**src/rtl/mc16_pkg.sv**
```systemverilog
`timescale 1ns/1ps
package mc16_pkg;

  localparam int XLEN = 16;

  typedef enum logic [1:0] {
    OP_REG    = 2'b00,
    OP_LOAD   = 2'b01,
    OP_STORE  = 2'b10,
    OP_BRANCH = 2'b11
  } op_e;

  typedef enum logic [2:0] {
    AF_PASSA = 3'b000,
    AF_PASSB = 3'b001,
    AF_ADD   = 3'b010,
    AF_SUB   = 3'b011,
    AF_NOTA  = 3'b100,
    AF_NOTB  = 3'b101,
    AF_AND   = 3'b110,
    AF_OR    = 3'b111
  } alu_fn_e;

  typedef enum logic [1:0] {
    SH_NONE = 2'b00,
    SH_LEFT = 2'b01,
    SH_RLOG = 2'b10,
    SH_RARI = 2'b11
  } sh_e;

  typedef enum logic [3:0] {
    ST_FETCH,
    ST_DECODE,
    ST_REG_EX,
    ST_REG_WB,
    ST_ADDR,
    ST_LD_MEM,
    ST_LD_WB,
    ST_ST_MEM,
    ST_BR
  } state_e;

  typedef struct packed {
    logic z;
    logic s;
    logic c;
    logic v;
  } flags_t;

endpackage

```
**src/rtl/mc16_regfile.sv**
```systemverilog
`timescale 1ns/1ps
module mc16_regfile #(
  parameter int W     = 16,
  parameter int NREGS = 8,
  localparam int RAW  = $clog2(NREGS)
) (
  input  logic           clk,
  input  logic           rst_n,
  input  logic [RAW-1:0] ra_a,
  input  logic [RAW-1:0] ra_b,
  output logic [W-1:0]   rd_a,
  output logic [W-1:0]   rd_b,
  input  logic           we,
  input  logic [RAW-1:0] wa,
  input  logic [W-1:0]   wd
);

  logic [W-1:0] regs_q [NREGS];

  always_ff @(posedge clk or negedge rst_n) begin
    if (!rst_n) begin
      for (int i = 0; i < NREGS; i++) regs_q[i] <= '0;
    end else if (we) begin
      regs_q[wa] <= wd;
    end
  end

  assign rd_a = regs_q[ra_a];
  assign rd_b = regs_q[ra_b];

  // a written value is visible at the addressed entry one cycle later
  p_write_lands_r4: assert property (@(posedge clk) disable iff (!rst_n)
    we |=> (regs_q[$past(wa)] == $past(wd)));

endmodule

```
**src/rtl/mc16_alu.sv**
```systemverilog
`timescale 1ns/1ps
module mc16_alu
  import mc16_pkg::*;
#(
  parameter int W = 16
) (
  input  logic [W-1:0] a,
  input  logic [W-1:0] b,
  input  alu_fn_e      fn,
  output logic [W-1:0] y,
  output flags_t       fl
);

  logic [W:0] wide;

  always_comb begin
    wide = '0;
    y    = '0;
    fl.c = 1'b0;
    fl.v = 1'b0;
    case (fn)
      AF_PASSA: y = a;
      AF_PASSB: y = b;
      AF_ADD: begin
        wide = {1'b0, a} + {1'b0, b};
        y    = wide[W-1:0];
        fl.c = wide[W];
        fl.v = (a[W-1] == b[W-1]) && (y[W-1] != a[W-1]);
      end
      AF_SUB: begin
        wide = {1'b0, a} - {1'b0, b};
        y    = wide[W-1:0];
        fl.c = wide[W];
        fl.v = (a[W-1] != b[W-1]) && (y[W-1] != a[W-1]);
      end
      AF_NOTA: y = ~a;
      AF_NOTB: y = ~b;
      AF_AND:  y = a & b;
      AF_OR:   y = a | b;
      default: y = '0;
    endcase
    fl.z = (y == '0);
    fl.s = y[W-1];
  end

endmodule

```
**src/rtl/mc16_shift.sv**
```systemverilog
`timescale 1ns/1ps
module mc16_shift
  import mc16_pkg::*;
#(
  parameter int W = 16
) (
  input  logic [W-1:0] x,
  input  sh_e          mode,
  output logic [W-1:0] y
);

  always_comb begin
    case (mode)
      SH_LEFT: y = {x[W-2:0], 1'b0};
      SH_RLOG: y = {1'b0, x[W-1:1]};
      SH_RARI: y = {x[W-1], x[W-1:1]};
      default: y = x;
    endcase
  end

endmodule

```
**src/rtl/mc16_ctrl.sv**
```systemverilog
`timescale 1ns/1ps
module mc16_ctrl
  import mc16_pkg::*;
(
  input  logic   clk,
  input  logic   rst_n,
  input  logic   run,
  input  op_e    op,
  output state_e state,
  output logic   ir_we,
  output logic   pc_inc,
  output logic   ab_we,
  output logic   res_we,
  output logic   mar_we,
  output logic   mdr_we,
  output logic   rf_we,
  output logic   rf_from_mem,
  output logic   dmem_we,
  output logic   br_eval,
  output logic   alu_use_func,
  output logic   retire
);

  state_e state_q, state_d;

  always_comb begin
    state_d = state_q;
    case (state_q)
      ST_FETCH:  state_d = ST_DECODE;
      ST_DECODE: begin
        case (op)
          OP_REG:    state_d = ST_REG_EX;
          OP_BRANCH: state_d = ST_BR;
          default:   state_d = ST_ADDR;
        endcase
      end
      ST_REG_EX: state_d = ST_REG_WB;
      ST_ADDR:   state_d = (op == OP_LOAD) ? ST_LD_MEM : ST_ST_MEM;
      ST_LD_MEM: state_d = ST_LD_WB;
      default:   state_d = ST_FETCH;
    endcase
  end

  always_ff @(posedge clk or negedge rst_n) begin
    if (!rst_n)   state_q <= ST_FETCH;
    else if (run) state_q <= state_d;
  end

  logic last_step;

  always_comb begin
    last_step    = (state_q == ST_REG_WB) || (state_q == ST_LD_WB) ||
                   (state_q == ST_ST_MEM) || (state_q == ST_BR);
    ir_we        = run && (state_q == ST_FETCH);
    pc_inc       = run && (state_q == ST_FETCH);
    ab_we        = run && (state_q == ST_DECODE);
    res_we       = run && (state_q == ST_REG_EX);
    mar_we       = run && (state_q == ST_ADDR);
    mdr_we       = run && (state_q == ST_LD_MEM);
    rf_we        = run && ((state_q == ST_REG_WB) || (state_q == ST_LD_WB));
    rf_from_mem  = (state_q == ST_LD_WB);
    dmem_we      = run && (state_q == ST_ST_MEM);
    br_eval      = run && (state_q == ST_BR);
    alu_use_func = (state_q == ST_REG_EX);
    retire       = run && last_step;
  end

  assign state = state_q;

  // each final cycle hands over to a fresh fetch
  p_retire_to_fetch_r1: assert property (@(posedge clk) disable iff (!rst_n)
    retire |=> (state_q == ST_FETCH));

  // the controller holds its state while not running
  p_state_hold_r10: assert property (@(posedge clk) disable iff (!rst_n)
    !run |=> $stable(state_q));

endmodule

```
**src/rtl/mc16_core.sv**
```systemverilog
`timescale 1ns/1ps
module mc16_core
  import mc16_pkg::*;
#(
  parameter int MEM_AW = 6,
  parameter int NREGS  = 8
) (
  input  logic              clk,
  input  logic              rst_n,
  input  logic              run,
  input  logic              ld_we,
  input  logic              ld_dmem,
  input  logic [MEM_AW-1:0] ld_addr,
  input  logic [15:0]       ld_data,
  input  logic [MEM_AW-1:0] peek_addr,
  output logic [15:0]       peek_data,
  output logic [15:0]       pc_o,
  output logic [3:0]        flags_o,
  output logic              retire_o
);

  localparam int W      = XLEN;
  localparam int DEPTH  = 2 ** MEM_AW;
  localparam int RAW    = $clog2(NREGS);
  localparam int NFLAGS = 4;

  // reset: asynchronous assert, synchronous release
  logic [1:0] rst_sync_q;
  logic       rst_core_n;

  always_ff @(posedge clk or negedge rst_n) begin
    if (!rst_n) rst_sync_q <= 2'b00;
    else        rst_sync_q <= {rst_sync_q[0], 1'b1};
  end
  assign rst_core_n = rst_sync_q[1];

  // storage arrays
  logic [W-1:0] imem [DEPTH];
  logic [W-1:0] dmem [DEPTH];

  // holding registers
  logic [W-1:0] pc_q, ir_q, a_q, b_q, mar_q, mdr_q, res_q;
  flags_t       flags_q;

  // controller strobes
  state_e st;
  logic   ir_we, pc_inc, ab_we, res_we, mar_we, mdr_we;
  logic   rf_we, rf_from_mem, dmem_we, br_eval, alu_use_func, retire;

  // instruction fields
  op_e            op;
  logic [RAW-1:0] f_rd, f_rs, f_rt;
  alu_fn_e        f_fn;
  sh_e            f_sh;
  logic [7:0]     f_imm8;
  logic [3:0]     f_mask, f_want;
  logic [5:0]     f_imm6;

  assign op     = op_e'(ir_q[15:14]);
  assign f_rd   = ir_q[13:11];
  assign f_rs   = ir_q[10:8];
  assign f_rt   = ir_q[7:5];
  assign f_fn   = alu_fn_e'(ir_q[4:2]);
  assign f_sh   = sh_e'(ir_q[1:0]);
  assign f_imm8 = ir_q[7:0];
  assign f_mask = ir_q[13:10];
  assign f_want = ir_q[9:6];
  assign f_imm6 = ir_q[5:0];

  mc16_ctrl u_ctrl (
    .clk          (clk),
    .rst_n        (rst_core_n),
    .run          (run),
    .op           (op),
    .state        (st),
    .ir_we        (ir_we),
    .pc_inc       (pc_inc),
    .ab_we        (ab_we),
    .res_we       (res_we),
    .mar_we       (mar_we),
    .mdr_we       (mdr_we),
    .rf_we        (rf_we),
    .rf_from_mem  (rf_from_mem),
    .dmem_we      (dmem_we),
    .br_eval      (br_eval),
    .alu_use_func (alu_use_func),
    .retire       (retire)
  );

  // register file
  logic [W-1:0]   rf_a, rf_b, rf_wd;
  logic [RAW-1:0] rf_wa;

  assign rf_wa = rf_from_mem ? f_rd : f_rt;
  assign rf_wd = rf_from_mem ? mdr_q : res_q;

  mc16_regfile #(.W(W), .NREGS(NREGS)) u_rf (
    .clk   (clk),
    .rst_n (rst_core_n),
    .ra_a  (f_rs),
    .ra_b  (f_rd),
    .rd_a  (rf_a),
    .rd_b  (rf_b),
    .we    (rf_we),
    .wa    (rf_wa),
    .wd    (rf_wd)
  );

  // ALU and shifter
  logic [W-1:0] sext8, alu_b, alu_y, sh_y;
  alu_fn_e      alu_fn;
  flags_t       alu_fl;

  assign sext8  = {{(W-8){f_imm8[7]}}, f_imm8};
  assign alu_b  = alu_use_func ? b_q : sext8;
  assign alu_fn = alu_use_func ? f_fn : AF_ADD;

  mc16_alu #(.W(W)) u_alu (
    .a  (a_q),
    .b  (alu_b),
    .fn (alu_fn),
    .y  (alu_y),
    .fl (alu_fl)
  );

  mc16_shift #(.W(W)) u_shift (
    .x    (alu_y),
    .mode (f_sh),
    .y    (sh_y)
  );

  // branch decision and target
  logic         cond_ok;
  logic [W-1:0] br_off, pc_d;
  logic         pc_we;

  always_comb begin
    cond_ok = 1'b1;
    for (int i = 0; i < NFLAGS; i++) begin
      if (f_mask[i] && (f_want[i] != flags_q[i])) cond_ok = 1'b0;
    end
  end

  assign br_off = {{(W-7){f_imm6[5]}}, f_imm6, 1'b0};
  assign pc_we  = pc_inc || (br_eval && cond_ok);
  assign pc_d   = br_eval ? (pc_q + br_off) : (pc_q + 16'd2);

  // datapath registers
  always_ff @(posedge clk or negedge rst_core_n) begin
    if (!rst_core_n) begin
      pc_q    <= '0;
      ir_q    <= '0;
      a_q     <= '0;
      b_q     <= '0;
      mar_q   <= '0;
      mdr_q   <= '0;
      res_q   <= '0;
      flags_q <= '0;
    end else begin
      if (pc_we)  pc_q  <= pc_d;
      if (ir_we)  ir_q  <= imem[pc_q[MEM_AW:1]];
      if (ab_we) begin
        a_q <= rf_a;
        b_q <= rf_b;
      end
      if (res_we) begin
        res_q   <= sh_y;
        flags_q <= alu_fl;
      end
      if (mar_we) mar_q <= alu_y;
      if (mdr_we) mdr_q <= dmem[mar_q[MEM_AW:1]];
    end
  end

  // memory writes
  always_ff @(posedge clk) begin
    if (ld_we && !ld_dmem) imem[ld_addr] <= ld_data;
  end

  always_ff @(posedge clk) begin
    if (dmem_we)             dmem[mar_q[MEM_AW:1]] <= b_q;
    else if (ld_we && ld_dmem) dmem[ld_addr] <= ld_data;
  end

  logic unused_addr_bits;
  assign unused_addr_bits = ^{mar_q[W-1:MEM_AW+1], mar_q[0], pc_q[0]};

  assign peek_data = dmem[peek_addr];
  assign pc_o      = pc_q;
  assign flags_o   = flags_q;
  assign retire_o  = retire;

  // each fetch advances the program counter by two
  p_fetch_step_r4: assert property (@(posedge clk) disable iff (!rst_core_n)
    (run && st == ST_FETCH) |=> (pc_q == $past(pc_q) + 16'd2));

  // flags move only out of a register execute cycle
  p_flags_quiet_r8: assert property (@(posedge clk) disable iff (!rst_core_n)
    !(run && st == ST_REG_EX) |=> $stable(flags_q));

  // an untaken branch leaves the program counter alone
  p_branch_untaken_r9: assert property (@(posedge clk) disable iff (!rst_core_n)
    (run && st == ST_BR && !cond_ok) |=> $stable(pc_q));

  // nothing architectural moves while not running
  p_idle_hold_r10: assert property (@(posedge clk) disable iff (!rst_core_n)
    !run |=> ($stable(pc_q) && $stable(flags_q)));

endmodule

```
**config.mk**
```make
export PLATFORM = sky130hd
export DESIGN_NAME = mc16_core
export DESIGN_NICKNAME = d
export VERILOG_FILES = /design/src/rtl/mc16_pkg.sv /design/src/rtl/mc16_regfile.sv /design/src/rtl/mc16_alu.sv /design/src/rtl/mc16_shift.sv /design/src/rtl/mc16_ctrl.sv /design/src/rtl/mc16_core.sv
export SDC_FILE = /design/constraint.sdc
export NUM_CORES = 2
export LEC_CHECK = 0
export ABC_CLOCK_PERIOD_IN_PS = 8800
export BUFFER_PORTS_ARGS = -buffer_cell sky130_fd_sc_hd__buf_2
export CAP_MARGIN = 10
export CORE_UTILIZATION = 55
export CTS_BUF_LIST = sky130_fd_sc_hd__clkbuf_4 sky130_fd_sc_hd__clkbuf_8
export DETAILED_ROUTE_END_ITERATION = 16
export PLACE_DENSITY = 0.71
export SYNTH_ARGS = -nofsm -noshare
export SYNTH_HDL_FRONTEND = slang
export SYNTH_SLANG_ARGS = --single-unit
```
**constraint.sdc**
```tcl
create_clock -name clk -period 8.8 [get_ports clk]
set_clock_uncertainty 0.1 [all_clocks]
set_input_delay 0.44 -clock clk [delete_from_list [all_inputs] [get_ports clk]]
set_output_delay 0.44 -clock clk [all_outputs]
set_load 0.02 [all_outputs]
```
After elaboration in Yosys (flattened, before gate mapping) --
Memory sizes are Yosys's and may differ from the RTL's. A register that Yosys moved wholly into a read port is not among the register bits. Cells that the tools add are included.
Word-level totals: output and inout port bits 37, memory bits (writable) 2048, ROM bits 0, memories kept 2, logic and storage cells 129, bits in latches 0, input bits 33, flip-flop bits (word level) 209
Cells by class: eq/ne operators 28, muxes and demuxes 34, reductions and logical operators 31, $add $sub $neg 4, bitwise logic cells 7, order comparisons 4, multipliers 0, divide/modulo/power cells 0, shift operators 0
Memories:
- dmem | depth 64, bits a word 16, read ports 2, clocked after Yosys merged registers in 1, write ports 1, RTL line mc16_core.sv:39 | logic [W-1:0] dmem [DEPTH];
- imem | depth 64, bits a word 16, read ports 1, clocked after Yosys merged registers in 1, write ports 1, RTL line mc16_core.sv:38 | logic [W-1:0] imem [DEPTH];
Operators with widths (number):
- two-way mux 16 bit | 9
- bitwise mux 128 bit | 1
- case mux 16 bit (8 select lines) | 1
- binary-select mux 16 bit (select 3 bit) | 2
- demux 16 bit (select 3 bit) | 1
- case mux 16 bit (3 select lines) | 1
- inverter 16 bit | 2
- case mux 4 bit (5 select lines) | 1
- logical AND 1 bit | 19
- adder 16 x 16 -> 17 bit | 1
- subtractor 16 x 16 -> 17 bit | 1
- adder 16 bit | 1
- adder 16 x 2 -> 16 bit, second input constant | 1
- bitwise AND 16 bit | 1
- equality test 4 x 3 -> 1 bit, second input constant | 4
- zero test 16 bit | 1
- bitwise OR 16 bit | 1
- OR reduction 16 bit | 1
- equality test 3 bit, second input constant | 4
- >= comparator 4 bit, second input constant | 3
- two-way mux 1 bit | 12
- inverter 3 -> 4 bit | 3
- equality test 4 x 2 -> 1 bit, second input constant | 2
- case mux 4 bit (2 select lines) | 1
- 18 further kinds | 34

Logic depth before layout (Yosys ltp) --
depth in word-level cells 8, depth in mapped cells 19, mapped depth without buffers 17

By module --
Synthesis repeated with hierarchy kept, for this count alone.
Unflattened totals: cell total of the unflattened synthesis 5954, area total of the unflattened synthesis 102812.4 µm²
By module, submodules not included:
- mc16_core | area an instance 92115.8 µm², times used 1, sequential area each 64176.6 µm², cells each 5037
- mc16_regfile | area an instance 7000.5 µm², times used 1, sequential area each 3203.1 µm², cells each 393
- mc16_alu | area an instance 2927.8 µm², times used 1, sequential area each 0.0 µm², cells each 426
- mc16_ctrl | area an instance 424.2 µm², times used 1, sequential area each 100.1 µm², cells each 47
- mc16_shift | area an instance 344.1 µm², times used 1, sequential area each 0.0 µm², cells each 51

Least setup slack after synthesis --
No wires, ideal clock.
kind reg2reg, from register u_ctrl.state_q[3] (netlist: u_ctrl.state[3]), to register flags_q, in the netlist flags_o[3], setup time 66 ps, clock period less this slack 4485 ps, data arrival time 4319 ps, buffers on the path 3, cell stages (with the launch flop) 19, path slack 4315 ps, data required time 8634 ps, cells stage by stage dfrtp_1 > buf_2 > nor4b_4 > clkbuf_1 > clkbuf_1 > nor2_1 > a21o_1 > ha_1 > fa_1 > a21o_1 > a41oi_1 > a21oi_1 > o21ai_0 > xnor2_1 > a22oi_1 > o22ai_1 > or4b_1 > nor3_1 > a22o_1
On the way: longest elaborated chain between the ends 5, elaborated cells on any way between the ends 19, those cells by class 2 x add/sub; 8 x eq/ne; 3 x mux; 3 x bitwise; 3 x reduce/logical
RTL lines:
- from (decl) | RTL line mc16_ctrl.sv:24 | state_e state_q, state_d;
- from (signal assigned) | RTL line mc16_ctrl.sv:46 | else if (run) state_q <= state_d;
- equality test 4 x 2 -> 1 bit * | RTL line mc16_ctrl.sv:57, mc16_ctrl.sv:64
- two-way mux 16 bit / two-way mux 3 bit (equally long branches) | RTL line mc16_core.sv:115, mc16_core.sv:116
- subtractor 16 x 16 -> 17 bit (tied with other cells) | RTL line mc16_alu.sv:31 | wide = {1'b0, a} - {1'b0, b};
- case mux 16 bit (8 select lines) | RTL line mc16_alu.sv:21 | case (fn)
- zero test 16 bit | RTL line mc16_alu.sv:42 | fl.z = (y == '0);
- to (signal assigned) | RTL line mc16_core.sv:168 | flags_q <= alu_fl;
- to (decl) | RTL line mc16_core.sv:43 | flags_t flags_q;
Every way passes the cells marked *; elsewhere a longest branch is shown, timed or not. A chain may end at the register's enable or synchronous reset.

Worst setup path in the final report --
from register u_ctrl.state_q[0] (netlist: u_ctrl.state[0]), to register flags_q, in the netlist flags_o[3]
Same word-level chain as after synthesis.

==> qor.yml <==
floorplanning:
  fp.dieW_microns: 431
  coreArea_sq_um: 183000
  die_y_microns: 431
  start_util: 0.553
  io_pins: 70
  dieArea_sq_um: 186000
  num_rows: 157
cells_and_area:
  area_growth_pct: 11.4
  drive_gt1_frac: 0.364
  final_nets: 5561
  fillers: 12660
  fin_cells: 8196
  multi_input_area_sq_um: 32500
  seq_area_sq_um: 67500
  post-route-util: 0.616
timing:
  tightest_slew_ps: 1270
  setup-tns-final_ps: 0
  final.period_utilization: 0.541
  period_needed_ps: 4760
  setup_viol_count_final: 0
  max_freq_mhz: 210
  slew_viol_final: 0
  final-hold-violation-count: 0
  rsz0062_at_grt: "false"
  slew_headroom: 0.156
clock_network:
  cts_tree: "yes"
  clk_pin_slew_ps: 70
  ctsResizeCount: 0
  clk_latency_ps: 1130
  cts_root_buf: "clkbuf_8"
  cts_sinks: 2287
  htreeDepth: 5
  cts.path.max_buffers: 4
  postCtsSetupRepairBufs: 0
  cts_buffers: 379
power_and_ir_drop:
  switching_power_mw: 11.3
  sw_frac_of_total: 0.334
  powerDensity_nw_per_um2: 300
  intPower_mw: 22.5
  pwr-share-seq: 0.403
  peakVddDrop_v: 0.000311
  leakagePower_nw: 36.8
  clkPwrFrac: 0.263
  p_comb_frac: 0.334
global_routing:
  grt_pass1_wl_microns: 389000
  antenna_found_initial: 28
  track_usage: 0.297
  grt_max_degree: 147
  grt_pass1_vias: 54721
  grt_overflow: 0
yosys:
  yosys.area.top_type_share: 0.608
  synthTopCellsByCount: "edfxtp_1 (2048), mux4_2 (1072), nand2_1 (291)"
  synth_edf_count: 2048
  synth_area_leaders: "edfxtp_1 (61%), mux4_2 (24%), dfrtp_1 (5.9%)"
  synth_ff_type: "edfxtp_1"
  ys_warn_count: 0
  async_flop_share: 0.105
  syn_avg_cell_area_sq_um: 19.7
  synth-seq-cells: 2287
  yosysTopAreaCell: "edfxtp_1"
  syn_inst: 5128
  syn-num-nets: 5231
  syn_area_sq_um: 101000
  synth.most_common_cell: "edfxtp_1"
  yosysSeqAreaShare: 0.667
  synth.distinct_cells: 80
placement:
  gp_congestion: 0.868
  numPortBuffers: 68
  dp_hpwl_microns: 159000
  placed_cells: 7511
status:
  status: "completed"
route:
  via_per_inst: 6.70
  drt_iter0_markers: 7410
  wirelength_microns: 272000
  drtPass1Iterations: 6
  vias: 54875
  ant_nets: 0
  drc: 0
  wl_per_cell_microns: 33.2
worst_setup_path:
  cp_slowest_cell: "dfrtp_1"
  cp.required_ps: 9730
  end_kind: "register"
  worstPathArrival_ps: 5680
  cp_cell_sequence: "nor4b_4, buf_4, nor2_1, a21o_1, ha_1, fa_1, a21o_1, a41oi_1, a21oi_1, o21ai_0, xnor2_1, a22oi_1, o22ai_1, or4b_1, nor3_1, a22o_1"
  path_class: "register to register"
  max_stage_delay_ps: 510
  critPathMostFrequentCell: "a21o_1"
  crit_fanout: 36
  startpoint_type: "register"
job:
  cap_violations: 0
min_path:
  hold_path.class: "input port to register"
-- cell type report --
| type | instances | area share |
|---|---|---|
| multi-input cells | 2435 | 0.288 |
| well taps | 2464 | 0.0274 |
| diodes | 4 | 0.0000888 |
| repair buffers | 292 | 0.0205 |
| clock buffers | 522 | 0.0568 |
| flip-flops and latches | 2287 | 0.599 |
| clock inverters | 129 | 0.00555 |
| inverters | 63 | 0.00210 |
-- cells by family (layout without fill, tap and decap cells) --
kind of cell,count (synthesis),after routing,synth area share
mux,1182,1182,0.250
compound gates,440,440,0.0258
other cells,2,6,0.0000742
xor+xnor,36,36,0.00312
fa+ha+maj,70,70,0.00881
simple gates,705,705,0.0298
flops,2287,2287,0.667
buf+inv,406,1006,0.0152
-- flip-flops by register name (all words and copies together), names as in the netlist --
signal / flops
pc_o: 15
res_q: 16
ir_q: 16
u_rf.regs_q: 128
b_q: 16
a_q: 16
imem: 1024
mdr_q: 16
flags_o: 4
u_ctrl.state: 4
mar_q: 6
dmem: 1024
rst_sync_q: 2
-- stage by stage --
stage	hold WS, ps	setup slack [ps]	power [mW]	cell area [sq um]
2_1_floorplan	44.4	1550	21.3	101000
3_3_place_gp	125	4020	24.9	105000
3_5_place_dp	127	4010	25.1	105000
4_1_cts	0.149	4030	33.9	113000
5_1_grt	105	3630	35.1	113000
6_report	108	4040	33.8	113000
-- per-layer routing --
| layer | global-route usage | vias to the layer above | part of all wire |
|---|---|---|---|
| met3 | 0.0877 | 442 | 0.12 |
| li1 | - | 22142 | - |
| met1 | 0.418 | 29050 | 0.37 |
| met4 | 0.0908 | 12 | 0.029 |
| met5 | 0 | - | 0.00035 |
| met2 | 0.453 | 3229 | 0.47 |
-- repair_timing --
action | CTS | global route
hold buffers | 25 | 0
endpoints found under the setup margin | 0 | 0
hold endpoints to repair | 673 | 0
-- worst paths after layout --
check                      depth (start not counted)       startpoint             to  slack, ps
setup / recovery                                  16  u_ctrl.state[0]     flags_o[3]       4040
hold / removal                                     2      ld_data[13]   imem[55][13]        110
setup reg to reg                                  16  u_ctrl.state[0]     flags_o[3]       4040
hold reg to reg                                    0    rst_sync_q[1]        ir_q[5]        190
max in group asynchronous                          2    rst_sync_q[1]       mar_q[5]       6120
min in group asynchronous                          3            rst_n  rst_sync_q[1]        170
-- power by group through the flow --
stage	Clock, mW	Combinational (mW)	Sequential (mW)
after floorplan	0	7.99	13.3
after global placement	0	11.1	13.8
after detailed placement	0	11.2	13.9
after CTS	8.99	11.2	13.6
after global routing	9.44	12.0	13.7
final	8.89	11.3	13.6
-- critical path: cells and delay by family, from the launching register on --
| kind | cells | cell delay, ps |
|---|---|---|
| compound gates | 8 | 1750 |
| simple gates | 4 | 1090 |
| xor+xnor | 1 | 170 |
| buf+inv | 1 | 400 |
| fa+ha+maj | 2 | 680 |
| flops | 1 | 510 |
-- cell usage in the layout, fill, tap and decap left out, types with 59 or more instances in the layout --
master    netlist  routed
buf_4           1     187
clkbuf_4        0     125
inv_1          59      59
mux4_2       1072    1072
ha_1           68      68
nand2_1       291     276
nor2_1        266     177
clkbuf_8        0     397
dfrtp_1       239     226
o21ai_0       181     179
buf_2           6      64
mux2i_1        68      68
clkinv_1        3      97
nor2_2          0      81
a21oi_1       123     123
edfxtp_1     2048    2048
Power figures use the tool's default switching activity.
